## config.mk

```make
export PLATFORM = sky130hd
export DESIGN_NAME = swd_access_seq
export DESIGN_NICKNAME = d
export VERILOG_FILES = /design/src/rtl/swdseq_pkg.sv /design/src/rtl/swdseq_ack_decode.sv /design/src/rtl/swdseq_bound_cnt.sv /design/src/rtl/swd_access_seq.sv
export SDC_FILE = /design/constraint.sdc
export NUM_CORES = 1
export LEC_CHECK = 0
export BUFFER_PORTS_ARGS = -buffer_cell sky130_fd_sc_hd__buf_2
export CAP_MARGIN = 20
export CORE_ASPECT_RATIO = 0.7
export CORE_MARGIN = 2
export CORE_UTILIZATION = 49
export DETAILED_ROUTE_END_ITERATION = 10
export GPL_TIMING_DRIVEN = 0
export PLACE_DENSITY = 0.8
export SLEW_MARGIN = 25
export SYNTH_ARGS = -nofsm -noshare
export SYNTH_HDL_FRONTEND = slang
export SYNTH_HIERARCHICAL = 1
export SYNTH_SLANG_ARGS = --single-unit
```

## constraint.sdc

```tcl
create_clock -name clk -period 2.55 [get_ports clk]
set_input_delay 0.255 -clock clk [delete_from_list [all_inputs] [get_ports clk]]
set_output_delay 0.255 -clock clk [all_outputs]
set_load 0.01 [all_outputs]
```

## src/rtl/swdseq_pkg.sv

```systemverilog
package swdseq_pkg;

    typedef enum logic [3:0] {
        S_IDLE,
        S_MAIN_SEND,
        S_MAIN_WAIT,
        S_FETCH_SEND,
        S_FETCH_WAIT,
        S_POLL_SEND,
        S_POLL_WAIT,
        S_PFETCH_SEND,
        S_PFETCH_WAIT,
        S_FINISH
    } seq_state_t;

    typedef enum logic [1:0] {
        AK_OK,
        AK_WAIT,
        AK_FAIL
    } ack_kind_t;

    localparam logic [1:0] ST_OK      = 2'd0;
    localparam logic [1:0] ST_FAULT   = 2'd1;
    localparam logic [1:0] ST_TIMEOUT = 2'd2;

    localparam logic [2:0] ACK_OK    = 3'b001;
    localparam logic [2:0] ACK_WAIT  = 3'b010;
    localparam logic [2:0] ACK_FAULT = 3'b100;

    localparam logic [1:0] ADDR_RDBUF = 2'b11;
    localparam logic [1:0] ADDR_CTRL  = 2'b00;

endpackage

```

## src/rtl/swdseq_ack_decode.sv

```systemverilog
module swdseq_ack_decode
    import swdseq_pkg::*;
(
    input  logic [2:0] ack,
    output ack_kind_t  kind
);

    always_comb begin
        unique case (ack)
            ACK_OK:   kind = AK_OK;
            ACK_WAIT: kind = AK_WAIT;
            default:  kind = AK_FAIL;
        endcase
    end

endmodule

```

## src/rtl/swdseq_bound_cnt.sv

```systemverilog
module swdseq_bound_cnt #(
    parameter int W = 8
) (
    input  logic         clk,
    input  logic         rst_n,
    input  logic         clr,
    input  logic         inc,
    input  logic [W-1:0] limit,
    output logic         at_limit
);

    logic [W-1:0] cnt;

    always_ff @(posedge clk or negedge rst_n) begin
        if (!rst_n) begin
            cnt <= '0;
        end else if (clr) begin
            cnt <= '0;
        end else if (inc && (cnt != '1)) begin
            cnt <= cnt + 1'b1;
        end
    end

    assign at_limit = (cnt == limit);

    // the sequencer never counts past the programmed bound
    p_inc_below_limit_r5: assert property (@(posedge clk) disable iff (!rst_n)
        inc |-> !at_limit);

endmodule

```

## src/rtl/swd_access_seq.sv

```systemverilog
module swd_access_seq
    import swdseq_pkg::*;
#(
    parameter int DATA_W   = 32,
    parameter int CNT_W    = 8,
    parameter int BUSY_BIT = 7
) (
    input  logic              clk,
    input  logic              rst_n,
    input  logic              cmd_valid,
    input  logic              cmd_ap,
    input  logic              cmd_write,
    input  logic              cmd_poll,
    input  logic [1:0]        cmd_addr,
    input  logic [DATA_W-1:0] cmd_wdata,
    input  logic [CNT_W-1:0]  cfg_retry_limit,
    input  logic [CNT_W-1:0]  cfg_poll_limit,
    output logic              busy,
    output logic              done,
    output logic [1:0]        status,
    output logic [DATA_W-1:0] rdata,
    output logic              eng_req,
    output logic              eng_ap,
    output logic              eng_write,
    output logic [1:0]        eng_addr,
    output logic [DATA_W-1:0] eng_wdata,
    input  logic              eng_done,
    input  logic [2:0]        eng_ack,
    input  logic [DATA_W-1:0] eng_rdata
);

    seq_state_t        state, nxt;
    ack_kind_t         ack_kind;

    logic              c_ap, c_wr, c_poll;
    logic [1:0]        c_addr;
    logic [DATA_W-1:0] c_wdata;

    logic [1:0]        res_status;
    logic [DATA_W-1:0] res_data;

    logic              fin_set;
    logic [1:0]        fin_status;
    logic [DATA_W-1:0] fin_data;
    logic              in_wait;
    logic              wait_inc, wait_clr, wait_at_limit;
    logic              poll_inc, poll_clr, poll_at_limit;

    function automatic seq_state_t resend(input seq_state_t s);
        case (s)
            S_MAIN_WAIT:   return S_MAIN_SEND;
            S_FETCH_WAIT:  return S_FETCH_SEND;
            S_POLL_WAIT:   return S_POLL_SEND;
            S_PFETCH_WAIT: return S_PFETCH_SEND;
            default:       return S_IDLE;
        endcase
    endfunction

    swdseq_ack_decode u_ack (
        .ack  (eng_ack),
        .kind (ack_kind)
    );

    swdseq_bound_cnt #(.W(CNT_W)) u_wait_cnt (
        .clk      (clk),
        .rst_n    (rst_n),
        .clr      (wait_clr),
        .inc      (wait_inc),
        .limit    (cfg_retry_limit),
        .at_limit (wait_at_limit)
    );

    swdseq_bound_cnt #(.W(CNT_W)) u_poll_cnt (
        .clk      (clk),
        .rst_n    (rst_n),
        .clr      (poll_clr),
        .inc      (poll_inc),
        .limit    (cfg_poll_limit),
        .at_limit (poll_at_limit)
    );

    assign in_wait = (state == S_MAIN_WAIT) || (state == S_FETCH_WAIT) ||
                     (state == S_POLL_WAIT) || (state == S_PFETCH_WAIT);

    // next-state and completion decision
    always_comb begin
        nxt        = state;
        fin_set    = 1'b0;
        fin_status = ST_OK;
        fin_data   = '0;
        wait_inc   = 1'b0;
        poll_inc   = 1'b0;
        wait_clr   = (state == S_IDLE) || (in_wait && eng_done && ack_kind == AK_OK);
        poll_clr   = (state == S_IDLE);
        unique case (state)
            S_IDLE:        if (cmd_valid) nxt = S_MAIN_SEND;
            S_MAIN_SEND:   nxt = S_MAIN_WAIT;
            S_FETCH_SEND:  nxt = S_FETCH_WAIT;
            S_POLL_SEND:   nxt = S_POLL_WAIT;
            S_PFETCH_SEND: nxt = S_PFETCH_WAIT;
            S_MAIN_WAIT, S_FETCH_WAIT, S_POLL_WAIT, S_PFETCH_WAIT: begin
                if (eng_done) begin
                    unique case (ack_kind)
                        AK_WAIT: begin
                            if (wait_at_limit) begin
                                nxt        = S_FINISH;
                                fin_set    = 1'b1;
                                fin_status = ST_TIMEOUT;
                            end else begin
                                wait_inc = 1'b1;
                                nxt      = resend(state);
                            end
                        end
                        AK_OK: begin
                            case (state)
                                S_MAIN_WAIT: begin
                                    if (c_ap && !c_wr) begin
                                        nxt = S_FETCH_SEND;
                                    end else if (c_ap && c_wr && c_poll) begin
                                        nxt = S_POLL_SEND;
                                    end else begin
                                        nxt      = S_FINISH;
                                        fin_set  = 1'b1;
                                        fin_data = c_wr ? '0 : eng_rdata;
                                    end
                                end
                                S_FETCH_WAIT: begin
                                    nxt      = S_FINISH;
                                    fin_set  = 1'b1;
                                    fin_data = eng_rdata;
                                end
                                S_POLL_WAIT: nxt = S_PFETCH_SEND;
                                default: begin
                                    if (eng_rdata[BUSY_BIT]) begin
                                        if (poll_at_limit) begin
                                            nxt        = S_FINISH;
                                            fin_set    = 1'b1;
                                            fin_status = ST_TIMEOUT;
                                        end else begin
                                            poll_inc = 1'b1;
                                            nxt      = S_POLL_SEND;
                                        end
                                    end else begin
                                        nxt     = S_FINISH;
                                        fin_set = 1'b1;
                                    end
                                end
                            endcase
                        end
                        default: begin
                            nxt        = S_FINISH;
                            fin_set    = 1'b1;
                            fin_status = ST_FAULT;
                        end
                    endcase
                end
            end
            S_FINISH: nxt = S_IDLE;
            default:  nxt = S_IDLE;
        endcase
    end

    // state register, command latch, result latch
    always_ff @(posedge clk or negedge rst_n) begin
        if (!rst_n) begin
            state      <= S_IDLE;
            c_ap       <= 1'b0;
            c_wr       <= 1'b0;
            c_poll     <= 1'b0;
            c_addr     <= '0;
            c_wdata    <= '0;
            res_status <= ST_OK;
            res_data   <= '0;
        end else begin
            state <= nxt;
            if (state == S_IDLE && cmd_valid) begin
                c_ap    <= cmd_ap;
                c_wr    <= cmd_write;
                c_poll  <= cmd_poll;
                c_addr  <= cmd_addr;
                c_wdata <= cmd_wdata;
            end
            if (fin_set) begin
                res_status <= fin_status;
                res_data   <= fin_data;
            end
        end
    end

    // outputs
    always_comb begin
        busy      = (state != S_IDLE);
        done      = (state == S_FINISH);
        status    = res_status;
        rdata     = res_data;
        eng_wdata = c_wdata;
        eng_req   = 1'b0;
        eng_ap    = 1'b0;
        eng_write = 1'b0;
        eng_addr  = ADDR_RDBUF;
        unique case (state)
            S_MAIN_SEND, S_MAIN_WAIT: begin
                eng_req   = (state == S_MAIN_SEND);
                eng_ap    = c_ap;
                eng_write = c_wr;
                eng_addr  = c_addr;
            end
            S_FETCH_SEND, S_FETCH_WAIT, S_PFETCH_SEND, S_PFETCH_WAIT: begin
                eng_req = (state == S_FETCH_SEND) || (state == S_PFETCH_SEND);
            end
            S_POLL_SEND, S_POLL_WAIT: begin
                eng_req  = (state == S_POLL_SEND);
                eng_ap   = 1'b1;
                eng_addr = ADDR_CTRL;
            end
            default: ;
        endcase
    end

    // one request pulse per transfer
    p_req_pulse_r10: assert property (@(posedge clk) disable iff (!rst_n)
        eng_req |=> !eng_req);

    // completion is a single cycle and returns to idle
    p_done_pulse_r10: assert property (@(posedge clk) disable iff (!rst_n)
        done |=> (!done && !busy));

    // an accepted AP read is followed by the read-buffer fetch
    p_fetch_after_apread_r3: assert property (@(posedge clk) disable iff (!rst_n)
        (state == S_MAIN_WAIT && eng_done && eng_ack == ACK_OK && c_ap && !c_wr)
        |=> (eng_req && !eng_ap && !eng_write && eng_addr == ADDR_RDBUF));

    // a WAIT below the limit re-issues the same transfer
    p_wait_retry_r5: assert property (@(posedge clk) disable iff (!rst_n)
        (in_wait && eng_done && eng_ack == ACK_WAIT && !wait_at_limit)
        |=> (eng_req && $stable(eng_addr) && $stable(eng_ap) && $stable(eng_write)));

    // a WAIT at the limit ends in timeout
    p_wait_timeout_r5: assert property (@(posedge clk) disable iff (!rst_n)
        (in_wait && eng_done && eng_ack == ACK_WAIT && wait_at_limit)
        |=> (done && status == ST_TIMEOUT));

    // FAULT ends the command
    p_fault_ends_r6: assert property (@(posedge clk) disable iff (!rst_n)
        (in_wait && eng_done && eng_ack == ACK_FAULT)
        |=> (done && status == ST_FAULT && !eng_req));

    // the latched command does not change while busy
    p_hold_cmd_r9: assert property (@(posedge clk) disable iff (!rst_n)
        busy |=> $stable({c_ap, c_wr, c_poll, c_addr, c_wdata}));

endmodule

```

# Word level (Yosys, flattened, before mapping)

Index checks and enable logic that the tools add are counted.

Register bits after elaboration: 91
Bits in latches: 0
RAM bits: 0
Memory bits (read-only): 0
Output and inout bits: 73
Logic and storage cells: 108
Memories kept: 0

$add $sub $neg: 2
Multipliers: 0
Div/mod/pow operators: 0
Order comparisons: 0
Equal/unequal tests: 18
Shifts and indexed selects: 0
Multiplexer cells: 53
Bitwise gates (word level): 0
Reduce and logical (&&, ||, !) cells: 25

Operators with widths:

| operator              | number |
|---|---|
| $mux W32              | 6 |
| $pmux W32 S2          | 1 |
| $mux W8               | 4 |
| $mux W4               | 7 |
| $pmux W4 S6           | 1 |
| $mux W1               | 18 |
| $add A8 B1 Y8 const B | 2 |
| $eq A4 B3 Y1 const B  | 4 |
| $eq A8 B8 Y1          | 2 |
| $ne A8 B8 Y1 const B  | 2 |
| $mux W2               | 6 |
| $pmux W2 S2           | 3 |
| $pmux W3 S4           | 1 |
| $pmux W4 S3           | 1 |
| $eq A4 B2 Y1 const B  | 2 |
| $eq A4 B4 Y1 const B  | 2 |
| $logic_and A1 B1 Y1   | 8 |
| $pmux W4 S2           | 1 |
| $reduce_or A4 Y1      | 2 |
| $pmux W1 S3           | 2 |
| $logic_or A1 B1 Y1    | 5 |
| $eq A4 B1 Y1 const B  | 1 |
| $logic_not A4 Y1      | 1 |
| $ne A2 B2 Y1 const B  | 2 |
| 11 further kinds      | 14 |

# Longest topological paths before layout

Depth after elaboration: 10
Depth in mapped cells: 11

# By module

The synthesis kept the hierarchy.

Modules (own cells, without submodules):

| module            | times used | cells each | area each (µm²) |
|---|---|---|---|
| swd_access_seq    | 1          | 235        | 3148.0 |
| swdseq_bound_cnt  | 2          | 59         | 603.1 |
| swdseq_ack_decode | 1          | 3          | 22.5 |

# Least setup slack after synthesis

Ideal clock, no wire load.

Kind: reg2reg
Start: register u_wait_cnt.cnt[3]
End: register u_wait_cnt.cnt[5]
Setup time: 0.125 ns
Arrival: 2.086 ns
Required time: 2.425 ns
Path slack: 0.339 ns
Stages on the path, launching flop included: 11
Path through: dfrtp_1 -> buf_6 -> xnor2_1 -> nand4_1 -> nor2_1 -> nor3b_1 -> inv_1 -> nor2_1 -> nand4_1 -> a211oi_2 -> mux2_4

Word-level cells in the longest chain between the ends: 7
Elaborated cells on any way between the ends: 11
Classes of those cells: add/sub (1); eq/ne (2); mux (6); reduce/logical (2)

RTL lines:

| what                         | RTL line               | source |
|---|---|---|
| start, declared              | swdseq_bound_cnt.sv:12 | `logic [W-1:0] cnt;` |
| start signal, assigned       | swdseq_bound_cnt.sv:20 | `cnt <= cnt + 1'b1;` |
| $eq A8 B8 Y1                 | swdseq_bound_cnt.sv:24 | `assign at_limit = (cnt == limit);` |
| named net wait_at_limit      | swd_access_seq.sv:46   | `logic wait_inc, wait_clr, wait_at_limit;` |
| $mux W1                      | swd_access_seq.sv:105  | `if (wait_at_limit) begin` |
| $mux W1                      | swd_access_seq.sv:103  | `unique case (ack_kind)` |
| $mux W1                      | swd_access_seq.sv:102  | `if (eng_done) begin` |
| $mux W1                      | swd_access_seq.sv:95   | `unique case (state)` |
| named net wait_inc           | swd_access_seq.sv:46   |  |
| $logic_and A1 B1 Y1          | swdseq_bound_cnt.sv:19 | `end else if (inc && (cnt != '1)) begin` |
| $reduce_bool A2 Y1 (no line) | -                      |  |

The timed path passes the listed nets, and every way through them passes these cells. The select of a mux whose other input is x is not followed.
A chain may end at the register's enable or synchronous reset.

# Worst setup path in the final report

Start: register u_poll_cnt.cnt[3]
End: register u_poll_cnt.cnt[5]

Word-level cells in the longest chain between the ends: 9
Elaborated cells on any way between the ends: 13
Classes of those cells: add/sub (1); eq/ne (2); mux (8); reduce/logical (2)

RTL lines:

| what                         | RTL line               | source |
|---|---|---|
| start, declared              | swdseq_bound_cnt.sv:12 |  |
| start signal, assigned       | swdseq_bound_cnt.sv:20 |  |
| $eq A8 B8 Y1                 | swdseq_bound_cnt.sv:24 |  |
| named net poll_at_limit      | swd_access_seq.sv:47   | `logic poll_inc, poll_clr, poll_at_limit;` |
| $mux W1                      | swd_access_seq.sv:135  | `if (poll_at_limit) begin` |
| $mux W1                      | swd_access_seq.sv:134  | `if (eng_rdata[BUSY_BIT]) begin` |
| $mux W1                      | swd_access_seq.sv:115  | `case (state)` |
| $mux W1                      | swd_access_seq.sv:103  |  |
| $mux W1                      | swd_access_seq.sv:102  |  |
| $mux W1                      | swd_access_seq.sv:95   |  |
| named net poll_inc           | swd_access_seq.sv:47   |  |
| $logic_and A1 B1 Y1          | swdseq_bound_cnt.sv:19 |  |
| $reduce_bool A2 Y1 (no line) | -                      |  |

The timed path passes the listed nets, and every way through them passes these cells. The select of a mux whose other input is x is not followed.

==> summary.txt <==
Drt
  • DR top layer: met4
  • Routed wire per std cell: between 15 and 20 um
  • DRC Markers: 0
  • WL final: approximately 11 mm
  • Met3 WL: roughly 980 um
  • Initial drt markers: between 200 and 250
  • Vias per Instance: 5.42
  • Pre-antenna DRT Iters: 4
  • Via count: between 3k and 4k
  • Detail Route Antenna Nets: 0
  • Met1 WL: around 4.8 mm
  • WL met2: between 4 and 5 mm

STA
  • Slew Limit Headroom: between 50% and 60%
  • Setup violators final: 0
  • Final hold viol count: 0
  • Max Transition Viols Final: 0
  • Worst Max-Slew Pin Slew: about 660 ps
  • Final Skew: 8.13 ps
  • F_max: roughly 410 MHz
  • Final Cycle Share: between 90% and 100%
  • Fin crit period: around 2400 ps
  • Sum Neg Setup Slack: 0 ps

CTS
  • Clock buffer depth: 2
  • CTS Sinks: 91
  • Worst-Skew Late Latency: 340 ps
  • Clock-pin slew of the registers on the worst-case setup and hold paths: ~70 ps
  • CTS tree: built
  • Total CTS buffers: 9
  • Clk root buf: clkbuf_16
  • H-tree depth: 3

Setup path
  • Worst EP arrival: 2670 ps
  • Crit-path max FO: 8
  • CP Capture Type: flip-flop
  • Worst setup path category: flip-flop to flip-flop
  • Critical Path RT: 2780 ps
  • Setup crit start kind: flip-flop

Power
  • Cell area power density: about 1000 nW/um^2
  • Leakage power: around 2.8 nW
  • VDD IR max: 0.598 mV

Yosys
  • Post-Synth Simple-Gate Area: between 10% and 20%
  • Leading post-synthesis cells by cell area: dfrtp_1, mux2_1, a22o_1
  • Syn Inst Count: around 360
  • Mux contribution to synthesized area: between 10 and 15%
  • Net Count, Synth: 450
  • Yosys reg bits: 91
  • Synthesized cell area: 4380 sq um
  • Largest family of logic cells by synthesized area: compound AO/OA/AOI/OAI gates
  • Mean post-synth cell area: approximately 12 sq um
  • Fraction of registers with async set or reset after synthesis: between 90% and 100%
  • Synth top area share: ~52%
  • Primary FF master, synth: dfrtp_1
  • Largest area contributor in the netlist: dfrtp_1
  • XOR/XNOR Fraction of Synth Area: under 10%
  • Netlist cell types: 55
  • Compound-cell area share of the yosys netlist: about 14%
  • Sequential share of the synthesized area: a little over half
  • Number of synthesized flops with an enable pin: 0
  • Warnings, synthesis: 6
  • Synth Area in Adders: less than 1%

Global routing
  • Total grt overflow: 0
  • First-pass GRT wire length: between 15 and 20 mm
  • Largest net degree at the start of global routing: 56
  • Total track usage: between 20% and 30%
  • Initial antenna violation count: 0
  • Vias in the first global route: roughly 3.6k

Cells and area
  • Ratio of cells with drive above 1 in the final layout: between 40 and 50%
  • Layout Cells excl Fill: 658
  • Antenna diode count: 0
  • Fin nets: ~630
  • Commonest non-fill, non-tap cell in the layout: buf_2
  • Commonest non-fill, non-tap cells in the layout: buf_2, dfrtp_1, a22o_1, mux2_1, xnor2_1
  • Area delta synth->final: 31.4%

Floorplanning
  • Die width: 117 um
  • Starting Density: 51.2%
  • I/O pin total: between 150 and 200
  • Die H: 83.1 um
  • Core area: ~8500 sq um
  • # rows: 28
  • Die ar.: between 9000 and 10,000 sq um

Place
  • IO Port Bufs: around 160
  • Dpl cells: roughly 640
  • DP HPWL: between 8 and 9 mm
  • GP Congestion: about 0.86

Status
  • Status: finished clean

Run
  • Max-Cap Viols: 0

Hold path
  • Hold crit path type: primary input to flip-flop
==> per-layer routing <==
metal  GRT usage [%]  vias to the layer above
met2            35.3                      156
met1            30.8                     1717
met5               0                        -
met4            7.17                        0
li1                -                     1681
met3            7.59                       13
==> power breakdown <==
| group | total, mW | switching [mW] | internal [mW] |
|---|---|---|---|
| combinational | 2.26 | 1.22 | 1.04 |
| sequential | 2.15 | 0.244 | 1.90 |
| clock | 1.44 | 0.572 | 0.867 |
| total | 5.85 | 2.04 | 3.81 |
==> critical path, cell delays in order (launching register included) <==
cell      delay [ps]
dfrtp_1          380
buf_6            140
xnor2_1          120
nand4_1          140
nor2_2            70
nor3_1           170
o311ai_2         180
nor2_1           340
nand4_1          220
a211oi_2         260
mux2_4           310
==> repair_timing <==
item | 4_1_cts | 5_1_grt
cloned | 0 | 0
endpoints found under the setup margin | 4 | 62
hold buffers | 1 | 0
gates resized for setup | 1 | 9
hold endpoints to repair | 36 | 0
setup buffers | 0 | 0
==> area by class of cell <==
cell class	instances	area [sq um]
inverter	6	22.5
sequential	91	2280
fill	654	2800
buffer	23	161
timing repair buffer	166	865
multi-input combinational	236	1950
clock inverter	7	98.8
tap	120	150
clock buffer	9	225
==> synth_stat cells, types with 3 or more instances <==
cell and count:
a21oi_1 11, a21oi_2 4, a22o_1 33, and3_1 3, and4_1 4, buf_2 8, buf_6 8, clkbuf_1 5
dfrtp_1 91, inv_1 5, mux2_1 29, mux2_2 10, mux2_4 8, mux2i_1 3, nand2_1 10, nand2b_1 7
nand3_1 8, nand3b_1 3, nand4_1 8, nor2_1 18, nor2b_1 9, nor3_1 4, o21ai_0 4, xnor2_1 18
==> worst paths after layout <==
path                                   start                 to  slack (ps)  cells after the start
setup / recovery           u_poll_cnt/cnt[3]  u_poll_cnt/cnt[5]         110                     10
max in group asynchronous              rst_n           rdata[8]        1580                      3
hold / removal                  eng_rdata[4]           rdata[4]         130                      2
min in group asynchronous              rst_n  u_wait_cnt/cnt[2]         390                      2
setup reg to reg           u_poll_cnt/cnt[3]  u_poll_cnt/cnt[5]         110                     10
hold reg to reg                    status[1]          status[1]         480                      1
==> through the flow <==
stage	hold WS (ps)	power, mW	cell area (sq um)	worst slack [ps]	utilization [%]
6_report	127	5.85	5750	112	67.3
3_5_place_dp	174	4.42	5380	-436	63.0
3_3_place_gp	465	4.32	5350	-335	62.6
4_1_cts	115	5.88	5720	34.8	66.9
2_1_floorplan	-40.6	3.54	4380	339	-
5_1_grt	122	6.24	5750	-14.3	67.3
==> state kept, by name, indices dropped and copies added (netlist names) <==
| name | cells |
|---|---|
| u_poll_cnt/cnt | 8 |
| c_poll | 1 |
| rdata | 32 |
| c_addr | 2 |
| status | 2 |
| c_wr | 1 |
| eng_wdata | 32 |
| state | 4 |
| c_ap | 1 |
| u_wait_cnt/cnt | 8 |
==> kinds of logic (layout without fill, tap and decap cells) <==
logic type                 Yosys count  count (layout)
muxes                               50              50
DFF                                 91              91
buffers and inverters               29             211
and+or+nand+nor                     87              87
AOI/OAI and AO/OA                   77              77
xor gates and xnor gates            19              19
adders and majority gates            3               3
Note: power is estimated with default switching activity, not from simulation.
